`config.mk`:
```
export PLATFORM = sky130hd
export DESIGN_NAME = bmdma_regs
export DESIGN_NICKNAME = d
export VERILOG_FILES = /design/src/rtl/bmdma_pkg.sv /design/src/rtl/bmdma_cmd_reg.sv /design/src/rtl/bmdma_status_reg.sv /design/src/rtl/bmdma_watchdog.sv /design/src/rtl/bmdma_regs.sv
export SDC_FILE = /design/constraint.sdc
export NUM_CORES = 1
export LEC_CHECK = 0
export BUFFER_PORTS_ARGS = -buffer_cell sky130_fd_sc_hd__buf_2
export CORE_ASPECT_RATIO = 0.9
export CORE_MARGIN = 5
export CORE_UTILIZATION = 52
export CTS_CLUSTER_DIAMETER = 50
export DETAILED_ROUTE_END_ITERATION = 10
export PLACE_DENSITY = 0.82
export SYNTH_ARGS = -nofsm -noshare
export SYNTH_HDL_FRONTEND = slang
export SYNTH_SLANG_ARGS = --single-unit
```
`constraint.sdc`:
```
create_clock -name clk -period 3.2 [get_ports clk]
set_input_delay 0.96 -clock clk [delete_from_list [all_inputs] [get_ports clk]]
set_output_delay 0.96 -clock clk [all_outputs]
set_load 0.01 [all_outputs]
```
`src/rtl/bmdma_pkg.sv`:
```
package bmdma_pkg;

    localparam int REG_AW = 3;

    localparam logic [REG_AW-1:0] OFS_CMD  = 3'd0;
    localparam logic [REG_AW-1:0] OFS_STAT = 3'd2;
    localparam int                OFS_PTR0 = 4;

    localparam int CMD_RUN_BIT = 0;
    localparam int CMD_DIR_BIT = 3;

    typedef enum logic [1:0] {
        WD_NONE  = 2'd0,
        WD_WAIT  = 2'd1,
        WD_FAIL  = 2'd2,
        WD_RESET = 2'd3
    } wd_verdict_e;

    // Packed so that the byte image is {0, cap, hold, irq, err, act}
    typedef struct packed {
        logic [1:0] cap;
        logic [1:0] hold;
        logic       irq;
        logic       err;
        logic       act;
    } stat_t;

    function automatic logic [7:0] stat_byte(input stat_t s);
        return {1'b0, s};
    endfunction

    function automatic logic [7:0] end_result(input logic [7:0] sb);
        if (sb[2:0] == 3'b100)
            return 8'h00;
        return 8'h10 | sb;
    endfunction

    function automatic wd_verdict_e wd_decide(input logic [1:0] hold,
                                              input logic       err,
                                              input logic       act,
                                              input logic       irq,
                                              input logic       ext_used);
        if (hold == 2'b11)
            return WD_WAIT;
        if (ext_used || err)
            return WD_FAIL;
        if (act || irq)
            return WD_WAIT;
        return WD_RESET;
    endfunction

endpackage

```
`src/rtl/bmdma_cmd_reg.sv`:
```
module bmdma_cmd_reg
    import bmdma_pkg::*;
#(
    parameter int PTR_W = 32
) (
    input  logic              clk,
    input  logic              rst,
    input  logic              wr,
    input  logic [REG_AW-1:0] addr,
    input  logic [7:0]        wdata,
    input  logic              act,
    output logic              run,
    output logic              to_mem,
    output logic              run_rise,
    output logic              run_fall,
    output logic [PTR_W-1:0]  ptr
);
    localparam int PTR_BYTES = PTR_W / 8;

    logic wr_cmd;
    assign wr_cmd   = wr && (addr == OFS_CMD);
    assign run_rise = wr_cmd && wdata[CMD_RUN_BIT] && !run;
    assign run_fall = wr_cmd && !wdata[CMD_RUN_BIT];

    always_ff @(posedge clk) begin
        if (rst) begin
            run    <= 1'b0;
            to_mem <= 1'b0;
        end else if (wr_cmd) begin
            run    <= wdata[CMD_RUN_BIT];
            to_mem <= wdata[CMD_DIR_BIT];
        end
    end

    for (genvar g = 0; g < PTR_BYTES; g++) begin : g_lane
        always_ff @(posedge clk) begin
            if (rst)
                ptr[g*8 +: 8] <= '0;
            else if (wr && !act && (int'(addr) == OFS_PTR0 + g))
                ptr[g*8 +: 8] <= wdata;
        end
    end

    // pointer frozen while the channel is active
    p_ptr_frozen_r8: assert property (@(posedge clk) disable iff (rst)
        (act && wr && (int'(addr) >= OFS_PTR0)) |=> $stable(ptr));

    // run bit follows the last command write
    p_run_follow_r1: assert property (@(posedge clk) disable iff (rst)
        wr_cmd |=> (run == $past(wdata[CMD_RUN_BIT])));

endmodule

```
`src/rtl/bmdma_status_reg.sv`:
```
module bmdma_status_reg
    import bmdma_pkg::*;
(
    input  logic       clk,
    input  logic       rst,
    input  logic       wr_stat,
    input  logic [6:1] wdata,
    input  logic       run_rise,
    input  logic       run_fall,
    input  logic       eng_done,
    input  logic       eng_err,
    output stat_t      st
);
    logic finish;
    assign finish = eng_done && st.act;

    always_ff @(posedge clk) begin
        if (rst) begin
            st <= '0;
        end else begin
            if (wr_stat) begin
                st.cap  <= wdata[6:5];
                st.hold <= wdata[4:3];
                if (wdata[1]) st.err <= 1'b0;
                if (wdata[2]) st.irq <= 1'b0;
            end
            if (run_rise) st.act <= 1'b1;
            if (run_fall) st.act <= 1'b0;
            if (finish) begin
                st.act <= 1'b0;
                st.irq <= 1'b1;
                if (eng_err) st.err <= 1'b1;
            end
        end
    end

    // completion flips active to interrupt in one cycle
    p_done_irq_r5: assert property (@(posedge clk) disable iff (rst)
        (st.act && eng_done) |=> (st.irq && !st.act));

    // error only ever rises from an engine error report
    p_err_source_r5: assert property (@(posedge clk) disable iff (rst)
        $rose(st.err) |-> $past(eng_done && eng_err));

    // write-one clears error unless a new error lands
    p_w1c_err_r3: assert property (@(posedge clk) disable iff (rst)
        (wr_stat && wdata[1] && !(finish && eng_err)) |=> !st.err);

    // start sets active
    p_start_act_r2: assert property (@(posedge clk) disable iff (rst)
        run_rise |=> st.act);

endmodule

```
`src/rtl/bmdma_watchdog.sv`:
```
module bmdma_watchdog
    import bmdma_pkg::*;
#(
    parameter int WD_CYCLES = 4096
) (
    input  logic        clk,
    input  logic        rst,
    input  logic        run,
    input  logic        restart,
    input  logic [1:0]  hold,
    input  logic        err,
    input  logic        act,
    input  logic        irq,
    output logic        expire,
    output wd_verdict_e verdict
);
    localparam int CNT_W = $clog2(WD_CYCLES);
    localparam logic [CNT_W-1:0] LAST = CNT_W'(WD_CYCLES - 1);

    logic [CNT_W-1:0] cnt;
    logic             ext_used;

    assign expire  = run && (cnt == LAST);
    assign verdict = expire ? wd_decide(hold, err, act, irq, ext_used) : WD_NONE;

    always_ff @(posedge clk) begin
        if (rst) begin
            cnt      <= '0;
            ext_used <= 1'b0;
        end else begin
            if (restart || !run || expire)
                cnt <= '0;
            else
                cnt <= cnt + 1'b1;
            if (restart)
                ext_used <= 1'b0;
            else if (expire && (hold != 2'b11))
                ext_used <= 1'b1;
        end
    end

    // expiry is a single-cycle pulse
    p_single_pulse_r9: assert property (@(posedge clk) disable iff (rst)
        expire |=> !expire);

    // both hold flags always keep waiting
    p_hold_wait_r10: assert property (@(posedge clk) disable iff (rst)
        (expire && hold == 2'b11) |-> (verdict == WD_WAIT));

    // after the extension, a non-held expiry fails
    p_second_fail_r11: assert property (@(posedge clk) disable iff (rst)
        (expire && ext_used && hold != 2'b11) |-> (verdict == WD_FAIL));

    // no verdict without expiry
    p_quiet_r9: assert property (@(posedge clk) disable iff (rst)
        !expire |-> (verdict == WD_NONE));

endmodule

```
`src/rtl/bmdma_regs.sv`:
```
module bmdma_regs
    import bmdma_pkg::*;
#(
    parameter int PTR_W     = 32,
    parameter int WD_CYCLES = 4096
) (
    input  logic              clk,
    input  logic              rst,
    input  logic [REG_AW-1:0] reg_addr,
    input  logic              reg_wr,
    input  logic [7:0]        reg_wdata,
    output logic [7:0]        reg_rdata,
    output logic [PTR_W-1:0]  desc_ptr,
    output logic              eng_start,
    output logic              eng_to_mem,
    input  logic              eng_done,
    input  logic              eng_err,
    output logic [1:0]        drv_capable,
    output logic              irq,
    output logic [7:0]        end_code,
    output logic              wd_expire,
    output logic [1:0]        wd_verdict
);
    localparam int PTR_BYTES = PTR_W / 8;

    logic        run_rise, run_fall;
    stat_t       st;
    logic [7:0]  sb;
    wd_verdict_e verdict;

    bmdma_cmd_reg #(.PTR_W(PTR_W)) u_cmd (
        .clk      (clk),
        .rst      (rst),
        .wr       (reg_wr),
        .addr     (reg_addr),
        .wdata    (reg_wdata),
        .act      (st.act),
        .run      (eng_start),
        .to_mem   (eng_to_mem),
        .run_rise (run_rise),
        .run_fall (run_fall),
        .ptr      (desc_ptr)
    );

    bmdma_status_reg u_stat (
        .clk      (clk),
        .rst      (rst),
        .wr_stat  (reg_wr && (reg_addr == OFS_STAT)),
        .wdata    (reg_wdata[6:1]),
        .run_rise (run_rise),
        .run_fall (run_fall),
        .eng_done (eng_done),
        .eng_err  (eng_err),
        .st       (st)
    );

    bmdma_watchdog #(.WD_CYCLES(WD_CYCLES)) u_wd (
        .clk     (clk),
        .rst     (rst),
        .run     (eng_start),
        .restart (run_rise),
        .hold    (st.hold),
        .err     (st.err),
        .act     (st.act),
        .irq     (st.irq),
        .expire  (wd_expire),
        .verdict (verdict)
    );

    assign sb          = stat_byte(st);
    assign end_code    = end_result(sb);
    assign irq         = st.irq;
    assign drv_capable = st.cap;
    assign wd_verdict  = verdict;

    always_comb begin
        reg_rdata = 8'h00;
        if (reg_addr == OFS_CMD) begin
            reg_rdata[CMD_RUN_BIT] = eng_start;
            reg_rdata[CMD_DIR_BIT] = eng_to_mem;
        end else if (reg_addr == OFS_STAT) begin
            reg_rdata = sb;
        end else begin
            for (int i = 0; i < PTR_BYTES; i++)
                if (int'(reg_addr) == OFS_PTR0 + i)
                    reg_rdata = desc_ptr[i*8 +: 8];
        end
    end

    // good completion code only for the interrupt-only pattern
    always_comb begin
        if (!rst)
            p_end_code_r6: assert ((reg_addr != OFS_STAT) ||
                                   ((reg_rdata[2:0] == 3'b100) == (end_code == 8'h00)));
    end

    // interrupt pin agrees with status readback
    p_irq_pin_r7: assert property (@(posedge clk) disable iff (rst)
        (reg_addr == OFS_STAT) |-> (reg_rdata[2] == irq));

    // engine never starts without the run command readback
    p_start_rb_r1: assert property (@(posedge clk) disable iff (rst)
        (reg_addr == OFS_CMD) |-> (reg_rdata[0] == eng_start));

endmodule

```
* Word level (Yosys, flattened, before mapping)
Index checks and enable logic that the tools add are counted.
** Operators by class
- Reduce and logical (&&, ||, !) cells :: 27
- Eq/ne operators :: 9
- Multiplexer cells :: 32
- $add $sub $neg :: 1
** Operator list (number)
- $mux 8 :: 7
- $mux 2 :: 9
- $mux 1 :: 14
- $logic_and 1x1->1 :: 13
- $add 12x1->12 const B :: 1
- $eq 12x12->1 const B :: 1
- $eq 3x3->1 const B :: 3
- $eq 3x2->1 const B :: 2
- $logic_or 1x1->1 :: 4
- $mux 4 :: 1
- $reduce_bool 2->1 :: 2
- $reduce_or 2->1 :: 2
- $eq 3x1->1 const B :: 1
- $logic_not 1->1 :: 3
- $logic_not 3->1 :: 1
- $mux 3 :: 1
- $reduce_or 3->1 :: 1
- $eq 2x2->1 const B :: 1
- $ne 2x2->1 const B :: 1
- $reduce_and 2->1 :: 1
** Word-level totals
- Output and inout bits :: 56
- Flip-flop bits (word level) :: 54
- Word-level logic and storage cells :: 82

* Logic depth before layout (Yosys ltp)
- Depth in word-level cells :: 9
- Depth in mapped cells :: 6
- Mapped depth without buffers :: 5

* Hierarchy
Synthesis repeated with hierarchy kept, for this count alone.
** Unflattened totals
- Cells, all modules :: 283
- Area total of the unflattened synthesis :: 2800.2 um^2
** Modules (own cells, without submodules)
- bmdma_cmd_reg :: area an instance 1426.4 um^2, cells an instance 131, instances 1, sequential area each 680.7 um^2
- bmdma_watchdog :: area an instance 640.6 um^2, cells an instance 70, instances 1, sequential area each 260.2 um^2
- bmdma_regs :: area an instance 469.2 um^2, cells an instance 58, instances 1, sequential area each 0.0 um^2
- bmdma_status_reg :: area an instance 264.0 um^2, cells an instance 24, instances 1, sequential area each 140.1 um^2

* Worst setup path after synthesis
No wires, ideal clock.
- Path kind :: input-to-output
- From :: input port reg_addr[0]
- To :: output port reg_rdata[3]
- Data required time :: 2.240 ns
- Slack :: 0.230 ns
- Stages on the path :: 3
- Data arrival time :: 2.010 ns
- Buffers on the path :: 1
- Path through :: buf_4 -> mux4_2 -> a221o_1
** On the way
- Word-level cells in the longest chain between the ends :: 7
- Elaborated cells on any way between the ends :: 12
- Those cells by class :: eq/ne (5); mux (6); reduce/logical (1)
** RTL lines
- from (decl) :: line bmdma_regs.sv:9 : input logic [REG_AW-1:0] reg_addr,
- $eq 3x3->1 :: line bmdma_regs.sv:85 : if (int'(reg_addr) == OFS_PTR0 + i)
- $mux 8 (4 in series) :: line bmdma_regs.sv:85
- $mux 8 :: line bmdma_regs.sv:81 : end else if (reg_addr == OFS_STAT) begin
- $mux 1 * :: line bmdma_regs.sv:78 : if (reg_addr == OFS_CMD) begin
- to (decl) :: line bmdma_regs.sv:12 : output logic [7:0] reg_rdata,
Mark *: on every way between the ends. The rest lies on a longest branch, timed or not.

* Worst setup path in the final report
Ends and elaborated chain as after synthesis.

==> impl_metrics.ini <==
[sta]
finClkSkew_ns = 0.01057
fin_setup_tns_ns = 0
hold_ws_ns = 0.4765
slew_headroom = 0.5508
max_freq_mhz = 320.7
period_share = 0.9746
slew_violations = 0
setup_viol_count_final = 0
worstMarginPinSlew_ns = 0.6723
rsz0062_at_grt = no
fin_crit_ns = 3.119
finalHoldViolations = 0

[logic_synthesis]
ys_top_cells_by_count = dfxtp_1, nor2_1, mux2i_1, nand2_1, o21ai_0
yosys.area.top_type = dfxtp_1
synth_area_um2 = 2537
ys_warn_count = 0
syn_avg_cell_area_um2 = 9.295
ys_ff_latch = 54
yosysMostFrequentCell = dfxtp_1
synth-xor-area-share = 0.03107
synth_fa_ha_area_frac = 0.004931
synth_top_family_by_area = simple AND/OR/NAND/NOR gates
ys_seq_area_frac = 0.4260
synth_edf_count = 0
synth_area_leaders = dfxtp_1, mux2i_1, nor2_1
synth_top_area_share = 0.4260
synthCells = 273
synth.area.mux_share = 0.2012
synthSimpleGateAreaFrac = 0.2130
async_reset_ff_frac = 0
ys_types = 41
synth_ff_type = dfxtp_1
synth-compound-area-share = 0.06903
syn_nets = 290

[floorplan]
start_util = 0.5314
die_x_um = 83.64
rows = 24
ios = 72
fp.dieH_um = 76.27
core_area_um2 = 4775
dieArea_um2 = 6379

[final_layout]
antennaDiodeCount = 0
layout.nets = 354
utilization = 0.6376
synthToLayoutAreaGrowth_pct = 19.97
drive_gt1_frac = 0.3056

[min_path]
hold_depth = 1
hold_class = flop to flop

[worst_setup_path]
max_stage_delay_ns = 0.51
required_ns = 2.24
slowest_stage = mux4_2
reg2reg_depth = 5
critPathLaunchType = input pin
endpoint_kind = primary output
critical_path.max_fanout = 7
cp_cell_sequence = clkbuf_4 -> mux4_2 -> a221o_1 -> buf_2
critPathKind = input pin to primary output
cp.arrival_ns = 2.16

[clocking]
cts_inserted_buffers = 5
clock_latency_ns = 0.31
cts_setup_buffers = 0
cts-root-buf = clkbuf_8
cts.sinks = 54
holdBufCountCts = 0
clk_pin_slew_worst_paths_ns = 0.09
clock_path_buffers = 2
cts_htree_levels = 2
cts_tree = done

[grt]
first_global_vias = 2175
grt_max_degree = 43
grt_first_pass_wirelength_mm = 10.56
grt_antenna_before_repair = 0
gr-total-overflow = 0
grt_use_total = 0.2013

[placed_design]
numPortBuffers = 70
gp_congestion = 0.8245
place_hpwl_mm = 4.620

[power]
cellLeakagePower_nw = 1.335
power_density_nw_per_um2 = 416.9
ir_worst_vdd_uv = 233.7

[routing]
first_pass_iters = 5
drc = 0
drt-initial-drc-count = 183
wire_per_inst_um = 15.38
wl_mm = 6.182
ant_nets = 0
vias = 2221
post_drt_via_cell_ratio = 5.525

[run]
maxCapViolations = 0

[status]
run_status = complete, no violations
## logic make-up (layout without fill, tap and decap cells)
family,count (synthesis),in the layout
flip-flops,54,54
adder cells (fa/ha/maj),1,1
AO/OA/AOI/OAI,29,29
buffers and inverters,26,90
multiplexers,41,41
AND/OR/NAND/NOR,112,112
other,1,1
XOR/XNOR,9,9
## metrics by stage
step	std cells	power (W)	area (um^2)	setup slack, ns
finish	402	0.001269	3044	0.08138
global route	402	0.001321	3044	0.01225
global placement	395	0.0008188	2927	0.07474
detailed placement	395	0.0008219	2927	0.05622
CTS	402	0.001278	3039	0.04580
floorplan	273	0.0007768	2537	0.2298
## sequential cells by signal (all words and copies together), names as in the netlist
| signal | cells |
|---|---|
| u_cmd.ptr | 32 |
| u_wd.cnt | 12 |
| u_stat.st | 7 |
| u_cmd.run | 1 |
| u_cmd.to_mem | 1 |
| u_wd.ext_used | 1 |
## layout make-up
cell class | instances | area [um^2]
Inverter | 4 | 15.01
Tap cell | 65 | 81.33
Timing Repair Buffer | 79 | 420.4
Multi-Input combinational cell | 193 | 1334
Clock inverter | 1 | 30.03
Clock buffer | 6 | 82.58
Fill cell | 380 | 1730
Sequential cell | 54 | 1081
## placed cells by master, fill, tap and decap left out, types with 7 or more instances in the layout
cell     instances
mux4_2           8
buf_2           69
o21ai_0         13
a21oi_1          9
nand3_1          7
dfxtp_1         54
nor2_1          49
nand2_1         25
buf_4            9
mux2i_1         33
## power breakdown
group / internal, W / leakage [nW] / switching [W] / total (W)
clock: 0.000250 / 0.0573 / 0.000212 / 0.000462
sequential: 0.000682 / 0.436 / 0.00000953 / 0.000692
combinational: 0.0000489 / 0.841 / 0.0000663 / 0.000115
## layer usage
| layer | wire length [um] | global-route usage | up-vias |
|---|---|---|---|
| met3 | 358 | 0.05514 | 13 |
| met2 | 2954 | 0.3092 | 69 |
| met1 | 2738 | 0.2678 | 1078 |
| li1 | - | - | 1061 |
| met4 | 130 | 0.08039 | 0 |
| met5 | 0 | 0 | - |
## repair_timing
item,CTS,global route
setup endpoints to repair,0,5
gates resized for setup,0,2
endpoints found under the hold margin,0,0
## worst max-delay path, delay by kind of cell
kind	cells	cell delay, ns
multiplexers	1	0.51
AO/OA/AOI/OAI	1	0.37
buffers and inverters	2	0.31
## final timing paths
check             slack (ns)         from             to
setup / recovery        0.08  reg_addr[0]   reg_rdata[3]
hold / removal          0.48  u_wd.cnt[0]    u_wd.cnt[0]
setup reg to reg        1.39  u_wd.cnt[0]  u_wd.ext_used
hold reg to reg         0.48  u_wd.cnt[0]    u_wd.cnt[0]
(Power assumes the default switching activity.)
